===== config.mk =====
export PLATFORM = sky130hd
export DESIGN_NAME = dma_burst_splitter
export DESIGN_NICKNAME = d
export VERILOG_FILES = /design/src/rtl/dbs_pkg.sv /design/src/rtl/dbs_cursor.sv /design/src/rtl/dbs_burst_calc.sv /design/src/rtl/dma_burst_splitter.sv
export SDC_FILE = /design/constraint.sdc
export NUM_CORES = 1
export LEC_CHECK = 0
export ABC_AREA = 1
export ABC_CLOCK_PERIOD_IN_PS = 5200
export BUFFER_PORTS_ARGS = -buffer_cell sky130_fd_sc_hd__buf_2
export CELL_PAD_IN_SITES_DETAIL_PLACEMENT = 1
export CELL_PAD_IN_SITES_GLOBAL_PLACEMENT = 1
export CORE_MARGIN = 3
export CORE_UTILIZATION = 41
export DETAILED_ROUTE_END_ITERATION = 8
export PLACE_DENSITY_LB_ADDON = 0.1
export SLEW_MARGIN = 20
export SYNTH_ARGS = -nofsm -noshare
export SYNTH_HDL_FRONTEND = slang
export SYNTH_HIERARCHICAL = 1
export SYNTH_SLANG_ARGS = --single-unit

===== constraint.sdc =====
create_clock -name clk -period 5.2 [get_ports clk]
set_clock_uncertainty 0.05 [all_clocks]
set_input_delay 0.52 -clock clk [delete_from_list [all_inputs] [get_ports clk]]
set_output_delay 0.52 -clock clk [all_outputs]
set_load 0.01 [all_outputs]

===== src/rtl/dbs_pkg.sv =====
package dbs_pkg;
    // Words per 16-byte aligned window; also the longest burst.
    localparam int unsigned WIN_WORDS = 4;

    typedef enum logic [1:0] {
        ST_IDLE,
        ST_ISSUE,
        ST_DONE
    } dbs_state_e;
endpackage


===== src/rtl/dbs_cursor.sv =====
module dbs_cursor #(
    parameter int unsigned ADDR_W = 32,
    parameter int unsigned LEN_W  = 12,
    localparam int unsigned WA_W  = ADDR_W - 2,
    localparam int unsigned WL_W  = LEN_W - 1
) (
    input  logic              clk,
    input  logic              rst_n,
    input  logic              load,
    input  logic [ADDR_W-1:0] start_addr,
    input  logic [LEN_W-1:0]  start_len,
    input  logic              advance,
    input  logic [2:0]        step,
    output logic [WA_W-1:0]   waddr,
    output logic [WL_W-1:0]   words_left,
    output logic [1:0]        tail_mod
);
    logic [LEN_W:0] end_round;

    // Bytes from the word-aligned start to the buffer end, rounded up to words.
    assign end_round = {1'b0, start_len} + (LEN_W+1)'(start_addr[1:0]) + (LEN_W+1)'(3);

    always_ff @(posedge clk or negedge rst_n) begin
        if (!rst_n) begin
            waddr      <= '0;
            words_left <= '0;
            tail_mod   <= '0;
        end else if (load) begin
            waddr      <= start_addr[ADDR_W-1:2];
            words_left <= end_round[LEN_W:2];
            tail_mod   <= start_len[1:0] + start_addr[1:0];
        end else if (advance) begin
            waddr      <= waddr + WA_W'(step);
            words_left <= words_left - WL_W'(step);
        end
    end
endmodule


===== src/rtl/dbs_burst_calc.sv =====
module dbs_burst_calc #(
    parameter int unsigned LEN_W = 12,
    localparam int unsigned WL_W = LEN_W - 1
) (
    input  logic [1:0]      waddr_lo,
    input  logic [WL_W-1:0] words_left,
    input  logic [1:0]      tail_mod,
    output logic [2:0]      words,
    output logic            last,
    output logic [2:0]      tail_bytes
);
    import dbs_pkg::*;

    logic [2:0] room;
    logic [2:0] cap;

    always_comb begin
        room = 3'(WIN_WORDS) - {1'b0, waddr_lo};
        cap  = (words_left >= WL_W'(WIN_WORDS)) ? 3'(WIN_WORDS) : words_left[2:0];
        words = (room < cap) ? room : cap;
        last  = (words_left == WL_W'(words));
        tail_bytes = (last && tail_mod != 2'd0) ? {1'b0, tail_mod} : 3'd4;
    end
endmodule


===== src/rtl/dma_burst_splitter.sv =====
module dma_burst_splitter #(
    parameter int unsigned ADDR_W = 32,
    parameter int unsigned LEN_W  = 12,
    localparam int unsigned WA_W  = ADDR_W - 2,
    localparam int unsigned WL_W  = LEN_W - 1
) (
    input  logic              clk,
    input  logic              rst_n,
    input  logic              req_valid,
    input  logic [ADDR_W-1:0] req_addr,
    input  logic [LEN_W-1:0]  req_len,
    output logic              req_ready,
    output logic              bus_req,
    output logic [ADDR_W-1:0] bus_addr,
    output logic [2:0]        bus_words,
    output logic              bus_last,
    output logic [2:0]        bus_tail_bytes,
    input  logic              bus_ack,
    output logic              xfer_done
);
    import dbs_pkg::*;

    dbs_state_e      state_q, state_d;
    logic            load, advance;
    logic [WA_W-1:0] waddr;
    logic [WL_W-1:0] words_left;
    logic [1:0]      tail_mod;
    logic [2:0]      burst_words;
    logic            burst_last;
    logic [2:0]      burst_tail;

    assign load    = req_valid && (state_q == ST_IDLE);
    assign advance = bus_ack && (state_q == ST_ISSUE);

    dbs_cursor #(.ADDR_W(ADDR_W), .LEN_W(LEN_W)) u_cursor (
        .clk        (clk),
        .rst_n      (rst_n),
        .load       (load),
        .start_addr (req_addr),
        .start_len  (req_len),
        .advance    (advance),
        .step       (burst_words),
        .waddr      (waddr),
        .words_left (words_left),
        .tail_mod   (tail_mod)
    );

    dbs_burst_calc #(.LEN_W(LEN_W)) u_calc (
        .waddr_lo   (waddr[1:0]),
        .words_left (words_left),
        .tail_mod   (tail_mod),
        .words      (burst_words),
        .last       (burst_last),
        .tail_bytes (burst_tail)
    );

    // State register
    always_ff @(posedge clk or negedge rst_n) begin
        if (!rst_n) state_q <= ST_IDLE;
        else        state_q <= state_d;
    end

    // Next state
    always_comb begin
        state_d = state_q;
        unique case (state_q)
            ST_IDLE:  if (req_valid) state_d = (req_len == '0) ? ST_DONE : ST_ISSUE;
            ST_ISSUE: if (bus_ack && burst_last) state_d = ST_DONE;
            ST_DONE:  state_d = ST_IDLE;
            default:  state_d = ST_IDLE;
        endcase
    end

    // Outputs
    always_comb begin
        req_ready      = 1'b0;
        bus_req        = 1'b0;
        xfer_done      = 1'b0;
        bus_addr       = {waddr, 2'b00};
        bus_words      = burst_words;
        bus_last       = burst_last;
        bus_tail_bytes = burst_tail;
        unique case (state_q)
            ST_IDLE:  req_ready = 1'b1;
            ST_ISSUE: bus_req   = 1'b1;
            ST_DONE:  xfer_done = 1'b1;
            default:  req_ready = 1'b0;
        endcase
    end
endmodule


After elaboration in Yosys (flattened, before gate mapping)
Cells that the tools add are included.
Widths: inputs -> output; s select.

storage, ports and cells
  register bits after elaboration = 45
  bits of input ports = 48
  output and inout port bits = 42
  logic and storage cells = 40

cells by class
  add/sub/neg operators = 6
  magnitude comparators = 2
  equal/unequal tests = 5
  multiplexer cells = 14
  reductions and logical operators = 9

operators with widths
  cell                   number
  $mux 30                2
  $add 30x3->30          1
  $mux 11                2
  $add 12x2->13          1
  $add 13x2->13 const B  1
  $logic_not 12->1       1
  $eq 11x3->1            1
  $ge 11x3->1 const B    1
  $sub 11x3->11          1
  $mux 3                 3
  $mux 2                 3
  $logic_and 1x1->1      4
  $pmux 2 s2             1
  $reduce_bool 2->1      2
  $lt 3x3->1             1
  $mux 1                 3
  $sub 3x2->3 const A    1
  $add 2x2->2            1
  $eq 2x1->1 const B     1
  $eq 2x2->1 const B     1
  $logic_not 2->1        1
  $ne 2x1->1 const B     1
  $ne 2x2->1 const B     1
  $reduce_and 2->1       1

Depth between registers and ports, before layout
  word-level depth = 8
  gate-level depth with buffers = 24
  mapped depth without buffers = 24

Cells and area by module
Netlist, hierarchy kept.

modules (own cells, without submodules)
  module              instances  cells an instance  area each (um2)  seq. area each (um2)
  dbs_cursor          1          480                3243.1           1076.0
  dbs_burst_calc      1          50                 286.5            0.0
  dma_burst_splitter  1          32                 200.2            50.0

Worst setup path before layout
OpenSTA, ideal clock, no wires.

  path kind = register -> register
  start = reg u_cursor.words_left[3]
  end = reg u_cursor.words_left[10]
  data arrival time = 3.041 ns
  slack = 1.993 ns
  stages on the path, launching flop included = 24
  buffers on the path = 0
  period minus slack after synthesis = 3.207 ns
  path through = dfrtp_1 -> or2_1 -> nor2_2 -> nand2_1 -> nor2_1 -> inv_1 -> ha_1 -> inv_1 -> nor2_1 -> nand2_2 -> nand2_1 -> nand2_1 -> nand2_1 -> ha_1 -> inv_1 -> fa_1 -> nand3_1 -> inv_1 -> nor2_1 -> nand3_1 -> nand3_1 -> nand2_1 -> nand2_1 -> nand2_1

on the way
  longest elaborated chain between the ends = 7

ends and longest elaborated chain
  element                 RTL line                  RTL
  start, declared         dbs_cursor.sv:15          output logic [WL_W-1:0] words_left,
  start signal, assigned  dbs_cursor.sv:30          words_left <= end_round[LEN_W:2];
  start signal, assigned  dbs_cursor.sv:34          words_left <= words_left - WL_W'(step);
  $ge 11x3->1 *           dbs_burst_calc.sv:19      cap = (words_left >= WL_W'(WIN_WORDS)) ? 3'(WIN_WORDS) : words_left[2:0];
  $mux 3 *                dbs_burst_calc.sv:19
  $lt 3x3->1              dbs_burst_calc.sv:20      words = (room < cap) ? room : cap;
  $mux 3 *                dbs_burst_calc.sv:20
  named net bus_words[0]  dma_burst_splitter.sv:15  output logic [2:0] bus_words,
  $sub 11x3->11 *         dbs_cursor.sv:34
  $mux 11 *               dbs_cursor.sv:32          end else if (advance) begin
  $mux 11 *               dbs_cursor.sv:28          end else if (load) begin

The timed path passes the listed nets; every way through them passes the cells marked *. The select of a mux whose other input is x is not followed.
A chain may end at the register's enable or synchronous reset.

Worst setup path after layout
  start = reg u_cursor.words_left[3]
  end = reg u_cursor.words_left[10]

on the way
  longest elaborated chain between the ends = 7

ends and longest elaborated chain
  element          RTL line
  $ge 11x3->1      dbs_burst_calc.sv:19
  $mux 3           dbs_burst_calc.sv:19
  $lt 3x3->1       dbs_burst_calc.sv:20
  $mux 3           dbs_burst_calc.sv:20
  $sub 11x3->11 *  dbs_cursor.sv:34
  $mux 11 *        dbs_cursor.sv:32
  $mux 11 *        dbs_cursor.sv:28

Every way passes the cells marked *; elsewhere a longest branch is shown, timed or not. The select of a mux whose other input is x is not followed.

==> reports/metrics.csv <==
stage;metric;value;unit
outcome;outcome;finished, final reports clean;
placed_design;numPortBuffers;87;
critical_path;cp-end-kind;flip-flop;
layout;num-nets-final;711;
grt;pin_count_of_the_biggest_net_entering_global_routing;46;
layout;layout.cells.non_filler;755;
critical_path;worst_setup_path_endpoint;u_cursor/words_left[10];
critical_path;timing.critical_path.mode_cell;sky130_fd_sc_hd__nand2_1;
placed_design;place.detailed.instances;747;
routing;post_dr_wirelength_cell;15.0;microns
sta;rsz0062_at_grt;no;
floorplanning;die_w;101;microns
sta;portion_of_the_clock_cycle_consumed_by_the_worst_path_in_the_final_layout;70.5;%
sta;clock.fmax;0.273;GHz
grt;track_usage;23.0;%
layout;fraction_of_final_layout_cells_with_drive_strength_greater_than_1;20.2;%
power;switching_power_of_the_nets;1200;uW
logic_synthesis;yosysTopAreaCell;sky130_fd_sc_hd__dfrtp_1;
clock_tree;clkSinkCount;45;
worst_hold_path;type_of_the_tightest_min_delay_check;in -> async;
power;cellPowerDensity;539;nW/um^2
clock_tree;cts.hold.buffers_added;0;
layout;final_core_util;49.7;%
clock_tree;tritoncts;done;
routing;drc;0;
layout;final_common_cell;sky130_fd_sc_hd__nand2_1;
clock_tree;h-tree-depth;2;
routing;totalWireLength;11.3;mm
critical_path;crit_path_max_incr_delay;0.43;ns
floorplanning;fp-row-count;34;
routing;detail_route.first_pass.iterations;4;
routing;ant_nets;0;
sta;tightestPinTransition;0.685;ns
critical_path;worst-path-max-fanout;5;
placed_design;placedInstanceArea;4250;sq um
logic_synthesis;synth.yosys.warnings;6;
placed_design;place.detailed.hpwl;8.90;mm
power;share_comb_of_total_power;58.3;%
clock_tree;clock_tree.root_cell;sky130_fd_sc_hd__clkbuf_8;
routing;vias;3989;
logic_synthesis;yosysSeqAreaShare;30.2;%
logic_synthesis;synth.ff_latch_count;45;
floorplanning;i_o_pin_count;90;
critical_path;critical_path_cell_by_cell;or2_1 -> nor2_2 -> nand2_1 -> nor2_1 -> inv_1 -> ha_1 -> inv_1 -> nor2_1 -> nand2_2 -> nand2_1 -> nand2_1 -> nand2_1 -> ha_1 -> inv_1 -> fa_1 -> nand3_1 -> inv_1 -> nor2_1 -> nand3_1 -> nand3_1 -> nand2_1 -> nand2_1 -> nand2_1;
layout;multi_input_area;2300;sq um
layout;antenna_cells;0;
sta;timing.final.max_slew_violations;0;
grt;vias_in_the_first_global_route;4114;
sta;post-route-min-period;3.67;ns
clock_tree;cts_setup_buffers;0;
logic_synthesis;synth.lib_cells_used.distinct;41;
clock_tree;clk_pin_slew_worst_paths;0.09;ns
critical_path;worst_setup_path_type;reg -> reg;
critical_path;timing.critical_path.required;5.35;ns
layout;syn_to_final_growth;16.8;%
critical_path;regToRegEndpoint;u_cursor/words_left[10];
sta;tns;0;ns
critical_path;cp_data_arrival_time;3.81;ns
floorplanning;placeable_core_region;8760;sq um
job;max_cap_violations;0;
power;p_int;1150;uW
critical_path;worst_r2r_startpoint;u_cursor/words_left[3];
clock_tree;resized_after_cts;0;
critical_path;worstSetupStartpointType;flip-flop;
sta;whs;0.178;ns
layout;fillerInstances;1247;
layout;finish.instance_area;4360;sq um
logic_synthesis;mappedNetlistArea;3730;sq um
sta;relSlewSlack;54.3;%
critical_path;critical_path.startpoint;u_cursor/words_left[3];
layout;sequential_cell_area;1130;sq um
clock_tree;clkLatencyLatePin;0.30;ns
floorplanning;dieHeight;101;microns
grt;antenna_found_initial;0;
power;p_clk_share;10.5;%
floorplanning;dieArea;10300;sq um
floorplanning;floorplan.initialDensity;42.6;%
clock_tree;tritoncts.num_buffers;5;
logic_synthesis;yosys.area.top_type_share;30.2;%
sta;setup_viol_count_final;0;
critical_path;cpMaxStageDelayCell;sky130_fd_sc_hd__dfrtp_1;
critical_path;reg_to_reg_slack_setup;1.53;ns
layout;layout_common_cells;sky130_fd_sc_hd__nand2_1 (172), sky130_fd_sc_hd__buf_2 (86), sky130_fd_sc_hd__nor2_1 (71), sky130_fd_sc_hd__inv_1 (60), sky130_fd_sc_hd__nand3_1 (55);
logic_synthesis;top_cells_by_area_synth;sky130_fd_sc_hd__dfrtp_1 (30%), sky130_fd_sc_hd__nand2_1 (17%), sky130_fd_sc_hd__nand3_1 (7.4%);
logic_synthesis;synthesis.instances;562;
placed_design;gp_congestion;0.818;
routing;detail_route.vias_per_cell;5.28;
power;power.static_leakage;0.00221;uW
critical_path;worstRegToRegCells;23;
power;irDropWorstVdd;0.227;mV
routing;drtIter0Drc;139;
clock_tree;clock_path_buffers;2;
power;power.switching_fraction;51.3;%
grt;grt_first_pass_wirelength;19.2;mm
logic_synthesis;synth.avg_cell_area;6.64;sq um
sta;hold_viol_final;0;
power;power.share.sequential;31.2;%
grt;grt.overflow.total;0;
[cells in the mapped netlist (all sizes together)]
master  number
a21oi       16
nor2        84
inv         64
and3         1
nand4        9
nand3       56
xor2         8
nand3b       6
o22ai        1
o21ai       16
o221ai       1
a21o         1
a22oi       19
and2         2
clkbuf       3
a31oi        2
fa           3
nor3b        1
o211ai       1
o21bai       3
nand2      179
ha          14
or2          3
xnor2        6
dfrtp       45
nor4         1
buf         10
nor3         6
conb         1
[power groups by stage]
stage / clock (uW) / combinational, uW / sequential [uW]
final: 247 / 1370 / 732
after global routing: 274 / 1560 / 771
after CTS: 259 / 1380 / 734
after detailed placement: 0 / 1370 / 741
after global placement: 0 / 1310 / 728
after floorplan: 0 / 918 / 735
[flip-flops by register name, summed over array words and instances (netlist names)]
register             count
u_cursor/words_left     11
state_q                  2
u_cursor/waddr          30
u_cursor/tail_mod        2
[worst min path at each step]
stage	startpoint	endpoint	slack (ns)	depth (start not counted)
after floorplan	rst_n	state_q[0]	0.17	0
after global placement	u_cursor/tail_mod[0]	u_cursor/tail_mod[0]	0.41	2
after detailed placement	u_cursor/tail_mod[0]	u_cursor/tail_mod[0]	0.41	2
after CTS	req_addr[15]	u_cursor/waddr[13]	0.38	3
after global routing	rst_n	u_cursor/waddr[11]	0.21	1
final	rst_n	u_cursor/words_left[4]	0.18	1
[cells by family after synthesis]
kind of cell | share of synthesized area, %
XOR/XNOR | 3.29
adder cells (fa/ha/maj) | 6.31
buffers and inverters | 8.29
flip-flops | 30.2
AND/OR/NAND/NOR | 41.7
AO/OA/AOI/OAI | 10.2
other | 0.101
[through the flow]
step / total power, uW / setup slack (ns)
CTS: 2380 / 1.51
floorplan: 1650 / 1.99
detailed placement: 2120 / 1.51
global placement: 2040 / 1.81
global route: 2610 / 1.09
finish: 2350 / 1.53
[area by class of cell]
class	instances	area share [%]
Clock buffer	7	2.21
Clock inverter	1	0.115
Inverter	64	5.51
Multi-Input combinational cell	441	52.8
Sequential cell	45	25.8
Tap cell	108	3.10
Timing Repair Buffer	89	10.4
[critical path, delay by kind of cell, from the launching register on]
| family | cells | cell delay (ns) |
|---|---|---|
| adders and majority gates | 3 | 0.83 |
| DFF | 1 | 0.43 |
| buffers and inverters | 4 | 0.23 |
| and+or+nand+nor | 16 | 2.06 |
[per-layer routing]
layer	vias to the layer above	wire (microns)	GRT usage (%)
li1	1984	-	-
met1	1910	4830	26.9
met2	80	5920	43.6
met3	15	407	3.17
met4	0	193	5.83
met5	-	0	0
Power figures use the tool's default switching activity.
